$ cat src/rtl/stkPkg.sv
package stkPkg;
  typedef struct packed {
    logic loadSeg;
    logic loadPtr;
    logic startPush;
    logic startPop;
    logic commitOp;
    logic captureRd;
  } stkStrobes_t;

  typedef enum logic [0:0] {ST_IDLE = 1'b0, ST_BUS = 1'b1} stkState_t;
endpackage

$ cat src/rtl/stkDatapath.sv
module stkDatapath import stkPkg::*; #(
  parameter int SEG_W  = 16,
  parameter int OFF_W  = 16,
  parameter int SHIFT  = 4,
  parameter int DATA_W = 16,
  parameter int PHYS_W = SEG_W + SHIFT
) (
  input  logic              clk,
  input  logic              rstN,
  input  stkStrobes_t       strb,
  input  logic [SEG_W-1:0]  ldSegData,
  input  logic [OFF_W-1:0]  ldPtrData,
  input  logic [DATA_W-1:0] pushData,
  input  logic [DATA_W-1:0] memRdata,
  output logic [SEG_W-1:0]  stackSeg,
  output logic [OFF_W-1:0]  stackPtr,
  output logic [PHYS_W-1:0] memAddr,
  output logic [DATA_W-1:0] memWdata,
  output logic [DATA_W-1:0] popData
);
  localparam int STEP = DATA_W / 8;

  logic [OFF_W-1:0] ptrDown;
  logic [OFF_W-1:0] ptrUp;
  logic [OFF_W-1:0] nextOff;

  function automatic logic [PHYS_W-1:0] physOf(input logic [SEG_W-1:0] seg,
                                                input logic [OFF_W-1:0] off);
    logic [PHYS_W-1:0] base;
    base = PHYS_W'(seg) << SHIFT;
    return base + PHYS_W'(off);
  endfunction

  assign ptrDown = stackPtr - OFF_W'(STEP);
  assign ptrUp   = stackPtr + OFF_W'(STEP);

  always_ff @(posedge clk) begin
    if (!rstN) begin
      stackSeg <= '0;
      stackPtr <= '0;
      memAddr  <= '0;
      memWdata <= '0;
      popData  <= '0;
      nextOff  <= '0;
    end else begin
      if (strb.loadSeg) stackSeg <= ldSegData;
      if (strb.loadPtr) stackPtr <= ldPtrData;
      if (strb.startPush) begin
        memAddr  <= physOf(stackSeg, ptrDown);
        memWdata <= pushData;
        nextOff  <= ptrDown;
      end
      if (strb.startPop) begin
        memAddr <= physOf(stackSeg, stackPtr);
        nextOff <= ptrUp;
      end
      if (strb.commitOp)  stackPtr <= nextOff;
      if (strb.captureRd) popData  <= memRdata;
    end
  end

  // a load never coincides with a stack operation start or commit
  assert_load_exclusive_R9: assert property (@(posedge clk) disable iff (!rstN)
    (strb.loadSeg || strb.loadPtr) |-> !(strb.startPush || strb.startPop || strb.commitOp));
endmodule

$ cat src/rtl/stkControl.sv
module stkControl import stkPkg::*; (
  input  logic        clk,
  input  logic        rstN,
  input  logic        ldSegValid,
  input  logic        ldPtrValid,
  input  logic        pushReq,
  input  logic        popReq,
  input  logic        memAck,
  output stkStrobes_t strb,
  output logic        memReq,
  output logic        memWe,
  output logic        opDone,
  output logic        popValid,
  output logic        errConflict
);
  stkState_t state;
  logic      isIdle;
  logic      anyLoad;
  logic      bothReq;
  logic      finish;

  assign isIdle  = (state == ST_IDLE);
  assign anyLoad = ldSegValid || ldPtrValid;
  assign bothReq = pushReq && popReq;
  assign finish  = (state == ST_BUS) && memAck;

  always_comb begin
    strb           = '0;
    strb.loadSeg   = isIdle && ldSegValid;
    strb.loadPtr   = isIdle && ldPtrValid;
    strb.startPush = isIdle && !anyLoad && pushReq && !popReq;
    strb.startPop  = isIdle && !anyLoad && popReq && !pushReq;
    strb.commitOp  = finish;
    strb.captureRd = finish && !memWe;
  end

  always_ff @(posedge clk) begin
    if (!rstN) begin
      state       <= ST_IDLE;
      memReq      <= 1'b0;
      memWe       <= 1'b0;
      opDone      <= 1'b0;
      popValid    <= 1'b0;
      errConflict <= 1'b0;
    end else begin
      opDone      <= finish;
      popValid    <= finish && !memWe;
      errConflict <= isIdle && !anyLoad && bothReq;
      case (state)
        ST_IDLE: begin
          if (strb.startPush || strb.startPop) begin
            state  <= ST_BUS;
            memReq <= 1'b1;
            memWe  <= strb.startPush;
          end
        end
        ST_BUS: begin
          if (memAck) begin
            state  <= ST_IDLE;
            memReq <= 1'b0;
          end
        end
        default: state <= ST_IDLE;
      endcase
    end
  end

  assert_done_pulse_R7: assert property (@(posedge clk) disable iff (!rstN)
    opDone |=> !opDone);
  assert_popvalid_done_R3: assert property (@(posedge clk) disable iff (!rstN)
    popValid |-> opDone);
  assert_conflict_noreq_R8: assert property (@(posedge clk) disable iff (!rstN)
    errConflict |-> (!memReq && !opDone));
endmodule

$ cat src/rtl/stack_seg_ctrl.sv
module stack_seg_ctrl import stkPkg::*; #(
  parameter int SEG_W  = 16,
  parameter int OFF_W  = 16,
  parameter int SHIFT  = 4,
  parameter int DATA_W = 16,
  localparam int PHYS_W = SEG_W + SHIFT
) (
  input  logic              clk,
  input  logic              rstN,
  input  logic              ldSegValid,
  input  logic [SEG_W-1:0]  ldSegData,
  input  logic              ldPtrValid,
  input  logic [OFF_W-1:0]  ldPtrData,
  input  logic              pushReq,
  input  logic [DATA_W-1:0] pushData,
  input  logic              popReq,
  output logic [DATA_W-1:0] popData,
  output logic              popValid,
  output logic              opDone,
  output logic              errConflict,
  output logic [SEG_W-1:0]  stackSeg,
  output logic [OFF_W-1:0]  stackPtr,
  output logic              memReq,
  output logic              memWe,
  output logic [PHYS_W-1:0] memAddr,
  output logic [DATA_W-1:0] memWdata,
  input  logic              memAck,
  input  logic [DATA_W-1:0] memRdata
);
  localparam int STEP = DATA_W / 8;

  stkStrobes_t strb;

  stkControl i_ctrl (
    .clk        (clk),
    .rstN       (rstN),
    .ldSegValid (ldSegValid),
    .ldPtrValid (ldPtrValid),
    .pushReq    (pushReq),
    .popReq     (popReq),
    .memAck     (memAck),
    .strb       (strb),
    .memReq     (memReq),
    .memWe      (memWe),
    .opDone     (opDone),
    .popValid   (popValid),
    .errConflict(errConflict)
  );

  stkDatapath #(
    .SEG_W (SEG_W),
    .OFF_W (OFF_W),
    .SHIFT (SHIFT),
    .DATA_W(DATA_W),
    .PHYS_W(PHYS_W)
  ) i_dp (
    .clk      (clk),
    .rstN     (rstN),
    .strb     (strb),
    .ldSegData(ldSegData),
    .ldPtrData(ldPtrData),
    .pushData (pushData),
    .memRdata (memRdata),
    .stackSeg (stackSeg),
    .stackPtr (stackPtr),
    .memAddr  (memAddr),
    .memWdata (memWdata),
    .popData  (popData)
  );

  assert_req_hold_R6: assert property (@(posedge clk) disable iff (!rstN)
    (memReq && !memAck) |=> (memReq && $stable(memAddr) && $stable(memWe)));
  assert_ptr_hold_R6: assert property (@(posedge clk) disable iff (!rstN)
    (memReq && !memAck) |=> $stable(stackPtr));
  assert_push_step_R2: assert property (@(posedge clk) disable iff (!rstN)
    (opDone && !popValid) |-> (stackPtr == $past(stackPtr) - OFF_W'(STEP)));
  assert_pop_step_R3: assert property (@(posedge clk) disable iff (!rstN)
    popValid |-> (stackPtr == $past(stackPtr) + OFF_W'(STEP)));
endmodule

$ cat config.mk
export PLATFORM = sky130hd
export DESIGN_NAME = stack_seg_ctrl
export DESIGN_NICKNAME = d
export VERILOG_FILES = /design/src/rtl/stkPkg.sv /design/src/rtl/stkDatapath.sv /design/src/rtl/stkControl.sv /design/src/rtl/stack_seg_ctrl.sv
export SDC_FILE = /design/constraint.sdc
export NUM_CORES = 1
export LEC_CHECK = 0
export ABC_CLOCK_PERIOD_IN_PS = 6900
export BUFFER_PORTS_ARGS = -buffer_cell sky130_fd_sc_hd__buf_2
export CAP_MARGIN = 5
export CELL_PAD_IN_SITES_DETAIL_PLACEMENT = 1
export CELL_PAD_IN_SITES_GLOBAL_PLACEMENT = 2
export CORE_UTILIZATION = 32
export CTS_CLUSTER_DIAMETER = 30
export DETAILED_ROUTE_END_ITERATION = 8
export GPL_TIMING_DRIVEN = 0
export PLACE_DENSITY_LB_ADDON = 0.3
export RECOVER_POWER = 25
export SKIP_CTS_REPAIR_TIMING = 1
export SLEW_MARGIN = 20
export SYNTH_ARGS = -nofsm -noshare
export SYNTH_HDL_FRONTEND = slang
export SYNTH_HIERARCHICAL = 1
export SYNTH_SLANG_ARGS = --single-unit
$ cat constraint.sdc
create_clock -name clk -period 6.9 [get_ports clk]
set_input_delay 0 -clock clk [delete_from_list [all_inputs] [get_ports clk]]
set_output_delay 0 -clock clk [all_outputs]
set_load 0.01 [all_outputs]
==> results of run 1 <==
## per-layer routing
metal	track usage (%)	vias up	share of wire (%)
met4	7.04	0	1.6
met1	26.4	2532	46
met2	35.6	107	49
met5	0	-	0
met3	3.55	21	3.4
li1	-	2612	-
## path summary, 6_finish.rpt
kind,cells past startpoint,from,endpoint
hold / removal,5,ldPtrData[10],i_dp/stackPtr[10]
hold reg to reg,2,i_dp/memAddr[9],i_dp/memAddr[9]
setup / recovery,15,i_ctrl/state,i_dp/memAddr[16]
setup reg to reg,15,i_ctrl/state,i_dp/memAddr[16]
## worst min-delay path: stages
cell and delay (ns):
buf_2 0.07, mux2i_1 0.06, nor2_1 0.08, a21oi_1 0.04, nor2_1 0.07
## cell usage after synthesis, types with 11 or more instances
cell and count:
inv_1 11, dfxtp_1 105, mux2i_1 67, o21ai_0 23
xnor2_1 25, nand2_1 43, xor2_1 20, nor2_1 115
ha_1 16, nor3_1 14, buf_1 14, a21oi_1 47
nand3_1 14, clkbuf_1 28
## logic make-up (layout without fill, tap and decap cells)
| family | count (synthesis) | count (layout) |
|---|---|---|
| DFF | 105 | 105 |
| buffers and inverters | 63 | 291 |
| adders and majority gates | 17 | 17 |
| and+or+nand+nor | 228 | 228 |
| xor gates and xnor gates | 45 | 45 |
| muxes | 67 | 67 |
| AOI/OAI and AO/OA | 108 | 108 |
## state kept, by name (all words and copies together) (netlist names)
| signal | flops |
|---|---|
| i_ctrl/opDone | 1 |
| i_dp/memWdata | 16 |
| i_dp/stackSeg | 16 |
| i_ctrl/popValid | 1 |
| i_dp/popData | 16 |
| i_ctrl/state | 1 |
| i_ctrl/errConflict | 1 |
| i_ctrl/memWe | 1 |
| i_dp/nextOff | 15 |
| i_dp/memAddr | 20 |
| i_ctrl/memReq | 1 |
| i_dp/stackPtr | 16 |
## per-stage QoR
step                utilization (%)  power (uW)  std cells  setup WS (ns)  cell area [sq um]
floorplan                         -         886        633           3.41               5360
global placement               39.9         986       1008           2.47               6430
detailed placement             39.9         999       1008           2.41               6430
CTS                            41.7        1510       1024           2.38               6710
global route                   44.6        1600       1077           2.01               7190
finish                         44.6        1510       1077           2.35               7190
## report_power, final
part           leakage (uW)  internal [uW]  switching (uW)  total (uW)
Clock              0.000131            252             256         507
Combinational       0.00206            152             198         350
Sequential         0.000856            634            21.1         655
Total               0.00305           1040             475        1510
## area by class of cell
cell class                 instances  area, sq um
sequential                       105         2100
clock inverter                     7         60.1
multi-input combinational        465         3000
timing repair buffer             212         1270
buffer                            51          216
tap                              216          270
fill                            2039         8930
inverter                          12         45.0
clock buffer                       9          225
==> flow_metrics.py, run 1 <==
metrics = {
    "status": {
        "status": "finished, final reports clean",
    },
    "floorplanning": {
        "dieWidth_microns": 131,
        "die_area_sq_um": 17300,
        "die_h_microns": 131,
        "core_sq_um": 16100,
        "initial_core_util_pct": 33.3,
        "core.rowCount": 46,
        "ios": 160,
    },
    "pwr": {
        "p_per_area_nw_per_um2": 211,
        "p_leak_uw": 0.00305,
        "ir_drop_mv": 0.120,
    },
    "clocking": {
        "cts_sinks": 105,
        "insertion_delay_ns": 0.36,
        "cts.clk_slew.worst_paths_ns": 0.08,
        "root_buffer": "clkbuf_16",
        "cts_buffer_depth": 2,
        "cts_tree": "built",
        "numCtsBuffers": 9,
        "htree_levels": 3,
    },
    "logic_synthesis": {
        "yosys_warnings": 6,
        "synthFlopType": "dfxtp_1",
        "async_flop_share_pct": 0,
        "synth_area_sq_um": 5360,
        "synthDistinctLibCells": 55,
        "synthCells": 633,
        "ys_ff_latch": 105,
        "synthMuxAreaShare_pct": 12.5,
        "yosysTopAreaCellShare_pct": 39.2,
        "synth_top_area_cell": "dfxtp_1",
        "synthAdderAreaFrac_pct": 4.11,
        "synth_edf_count": 0,
        "synth_top_family_by_area": "simple AND/OR/NAND/NOR gates",
        "synth_compound_area_share_pct": 11.9,
        "ys_seq_area_share_pct": 39.2,
        "synth_nets": 721,
        "synth.area.top_cells": "dfxtp_1 39%, mux2i_1 13%, nor2_1 8.0%",
        "synth-xor-area-share_pct": 7.35,
        "synth_simple_gate_area_share_pct": 20.0,
        "syn_avg_cell_area_sq_um": 8.47,
    },
    "sta": {
        "final-max-slew-violation-count": 0,
        "period_share_pct": 65.9,
        "fin_skew_ns": 0.00762,
        "hold_viol_final": 0,
        "period_minus_slack_ns": 4.55,
        "relSlewSlack_pct": 44.0,
        "worst_pin_slew_ns": 0.840,
        "timing.fmax_mhz": 220,
        "rsz0062_at_grt": "no",
        "setup-tns-final_ns": 0,
        "whs_ns": 0.00364,
        "setup_viol": 0,
    },
    "routing": {
        "drtIter0Drc": 223,
        "vias": 5272,
        "drc_errors": 0,
        "routed_wl_microns": 18300,
        "dr.pass1.iters": 4,
        "post_drt_via_cell_ratio": 4.90,
        "wl_per_cell_microns": 17.0,
        "drt.antenna.violating_nets": 0,
    },
    "global_routing": {
        "grt_max_degree": 20,
        "grt-ovfl-total": 0,
        "grt_pass1_vias": 5300,
        "antenna_found_initial": 0,
        "grt_usage_pct": 20.8,
        "grt_pass1_wl_microns": 28100,
    },
    "hold_path": {
        "hold_path_class": "in -> reg",
    },
    "critical_path": {
        "criticalPathCategory": "reg -> reg",
        "required_ns": 7.17,
        "crit_arrival_ns": 4.81,
        "worst_path_most_repeated_cell": "xor2_1",
        "crit_family": "simple AND/OR/NAND/NOR gates",
        "cpMaxStageDelayCell": "buf_1",
        "crit_chain": "or4b_4 -> nor2_1 -> clkbuf_1 -> buf_1 -> nor4_1 -> xor2_1 -> ha_1 -> inv_1 -> fa_1 -> nor2b_1 -> o21bai_1 -> a21oi_1 -> o21ai_0 -> xor2_1 -> a211oi_1",
        "reg2reg_setup_slack_ns": 2.35,
        "slowest_delay_ns": 0.55,
        "critPathCaptureType": "flip-flop",
        "startpoint_type": "flip-flop",
        "worst-path-buf-inv": 3,
        "cp_max_fo": 10,
    },
    "final_layout": {
        "fin_nets": 944,
        "diodes": 0,
        "layout_commonest_cell": "buf_2",
        "layout-drive-gt1-share_pct": 17.1,
        "area_delta_synth_final_pct": 34.0,
        "final_cell_mix": "116 x buf_2, 115 x nor2_1, 105 x dfxtp_1",
    },
    "placement": {
        "portBuffers": 159,
        "finalWeightedCongestion": 0.872,
        "place_hpwl_microns": 13500,
    },
    "run": {
        "timing.max_cap.violations": 0,
    },
}
No activity file was read; power rests on OpenSTA's default activity.
==> run 2: changes to the inputs <==
--- a/config.mk
+++ b/config.mk
@@ -5,12 +5,12 @@
 export SDC_FILE = /design/constraint.sdc
 export NUM_CORES = 1
 export LEC_CHECK = 0
-export ABC_CLOCK_PERIOD_IN_PS = 6900
+export ABC_CLOCK_PERIOD_IN_PS = 4700
 export BUFFER_PORTS_ARGS = -buffer_cell sky130_fd_sc_hd__buf_2
 export CAP_MARGIN = 5
 export CELL_PAD_IN_SITES_DETAIL_PLACEMENT = 1
 export CELL_PAD_IN_SITES_GLOBAL_PLACEMENT = 2
-export CORE_UTILIZATION = 32
+export CORE_UTILIZATION = 30
 export CTS_CLUSTER_DIAMETER = 30
 export DETAILED_ROUTE_END_ITERATION = 8
 export GPL_TIMING_DRIVEN = 0
==> constraint.sdc (replaced) <==
create_clock -name clk -period 4.7 [get_ports clk]
set_input_delay 0 -clock clk [delete_from_list [all_inputs] [get_ports clk]]
set_output_delay 0 -clock clk [all_outputs]
set_load 0.01 [all_outputs]
==> run 2 against run 1 <==
Effect of this change:
- core utilization decreased by 2.9 points
- register-to-register slack got worse by 2.0 ns
- routed wire length increased by 3.5%
- worst setup slack got worse by 2.0 ns
==> flow_metrics.py, run 2 (same netlist as run 1, synthesis figures left out) <==
metrics = {
    "final_layout": {
        "regMostFlops": "i_dp/memAddr",
        "area_delta_synth_final_pct": 34.9,
        "layout-drive-gt1-share_pct": 17.3,
        "diodes": 0,
        "largest_reg_flops": 20,
        "fin_nets": 944,
        "final_cell_mix": "116 x buf_2, 115 x nor2_1, 105 x dfxtp_1",
        "final_cells": 1086,
        "layout.area.seq_sq_um": 2100,
        "layout_commonest_cell": "buf_2",
        "multi_input_area_sq_um": 3000,
        "nFillCells": 2134,
    },
    "global_routing": {
        "use_met1_pct": 24.7,
        "grt_pass1_wl_microns": 28300,
        "busiest_layer": "met2",
        "grt_pass1_vias": 5375,
        "grt_max_degree": 21,
        "antenna_found_initial": 0,
        "met3_usage_pct": 4.04,
        "grt_usage_pct": 20.1,
        "met2_usage_pct": 34.6,
        "grt-ovfl-total": 0,
    },
    "routing": {
        "wl_per_cell_microns": 17.4,
        "vias": 5336,
        "drtIter0Drc": 222,
        "post_drt_via_cell_ratio": 4.91,
        "dr.pass1.iters": 4,
        "drt.antenna.violating_nets": 0,
        "drc_errors": 0,
        "routed_wl_microns": 18900,
    },
    "clocking": {
        "numCtsBuffers": 9,
        "cts_sinks": 105,
        "root_buffer": "clkbuf_16",
        "insertion_delay_ns": 0.36,
        "cts_buffer_depth": 2,
        "htree_levels": 3,
        "cts_tree": "built",
        "cts.clk_slew.worst_paths_ns": 0.08,
    },
    "floorplanning": {
        "core.rowCount": 48,
        "die_area_sq_um": 18400,
        "core_sq_um": 17400,
        "ios": 160,
        "dieWidth_microns": 136,
        "initial_core_util_pct": 30.9,
        "die_h_microns": 136,
    },
    "sta": {
        "whs_ns": 0.00428,
        "setup-tns-final_ns": 0,
        "period_share_pct": 91.6,
        "period_minus_slack_ns": 4.30,
        "worst_pin_slew_ns": 0.808,
        "relSlewSlack_pct": 46.1,
        "setup_viol": 0,
        "final-max-slew-violation-count": 0,
        "fin_skew_ns": 0.00794,
        "timing.fmax_mhz": 232,
        "hold_viol_final": 0,
        "rsz0062_at_grt": "no",
    },
    "pwr": {
        "power_frac_comb_pct": 22.5,
        "p_seq_share_pct": 41.8,
        "p_per_area_nw_per_um2": 318,
        "pwr-share-clk_pct": 35.7,
        "p_sw_share_pct": 31.2,
        "p_leak_uw": 0.00308,
        "ir_drop_mv": 0.171,
        "p_sw_uw": 718,
        "p_int_uw": 1590,
    },
    "placement": {
        "place_hpwl_microns": 13800,
        "finalWeightedCongestion": 0.839,
        "dp_cells": 1017,
        "portBuffers": 159,
    },
    "critical_path": {
        "cpMaxStageDelayCell": "or4b_4",
        "critPathLaunch": "i_ctrl/state",
        "endpoint": "i_dp/memAddr[16]",
        "crit_arrival_ns": 4.58,
        "reg2reg_setup_slack_ns": 0.40,
        "required_ns": 4.98,
        "slowest_delay_ns": 0.53,
        "timing.rr.end": "i_dp/memAddr[16]",
        "reg2reg_depth": 15,
        "rr_startpoint": "i_ctrl/state",
        "startpoint_type": "flip-flop",
        "critPathCaptureType": "flip-flop",
        "criticalPathCategory": "reg -> reg",
        "crit_chain": "or4b_4 -> nor2_1 -> clkbuf_2 -> clkbuf_2 -> nor4_1 -> xor2_1 -> ha_1 -> inv_1 -> fa_1 -> nor2b_1 -> o21bai_1 -> a21oi_1 -> o21ai_0 -> xor2_1 -> a211oi_1",
        "cp_max_fo": 10,
    },
    "status": {
        "status": "finished, final reports clean",
    },
    "run": {
        "timing.max_cap.violations": 0,
    },
    "hold_path": {
        "hold_path_class": "in -> reg",
    },
}
==> run 2: worst max-delay path: cells and delay by family, from the launching register on <==
| kind | cells | cell delay [ns] |
|---|---|---|
| buffers and inverters | 3 | 0.71 |
| AOI/OAI and AO/OA | 4 | 0.84 |
| xor gates and xnor gates | 2 | 0.43 |
| adders and majority gates | 2 | 0.60 |
| DFF | 1 | 0.38 |
| and+or+nand+nor | 4 | 1.25 |
==> run 2: worst min-delay path by stage <==
stage          depth (start not counted)                end     startpoint  slack (ns)
2_1_floorplan                          2      i_ctrl/memReq           rstN        0.11
3_3_place_gp                           3   i_dp/popData[14]   memRdata[14]        0.23
3_5_place_dp                           3   i_dp/memWdata[2]    pushData[2]        0.25
4_1_cts                                3    i_dp/popData[6]    memRdata[6]       -0.14
5_1_grt                                5   i_dp/stackPtr[2]   ldPtrData[2]        0.03
6_report                               5  i_dp/stackPtr[14]  ldPtrData[14]       0.004
==> run 2: stage by stage <==
stage / utilization (%) / total power (uW) / cell area (sq um) / setup slack, ns
5_1_grt: 41.7 / 2420 / 7230 / 0.137
3_5_place_dp: 37.1 / 1470 / 6440 / 0.130
6_report: 41.7 / 2300 / 7230 / 0.396
3_3_place_gp: 37.1 / 1450 / 6440 / 0.191
4_1_cts: 38.9 / 2300 / 6760 / 0.0802
2_1_floorplan: - / 1300 / 5360 / 1.21
==> run 2: power groups by stage <==
stage	logic (uW)	registers, uW	clock network (uW)
final	518	963	823
after floorplan	308	993	0
after global routing	572	969	878
after detailed placement	485	984	0
after global placement	468	982	0
after CTS	489	963	844
==> run 2: area by class of cell <==
class | instances | share of cell area (%)
multi-input combinational | 465 | 41.5
clock buffer | 9 | 3.11
buffer | 51 | 3.03
timing repair buffer | 212 | 17.5
tap | 225 | 3.89
sequential | 105 | 29.1
clock inverter | 7 | 1.31
inverter | 12 | 0.623
==> run 2: routing by layer <==
layer  wire length, microns  vias to the layer above
met5                      0                        -
met4                    297                        0
met3                    767                       20
met2                   9440                      128
met1                   8410                     2584
li1                       -                     2604
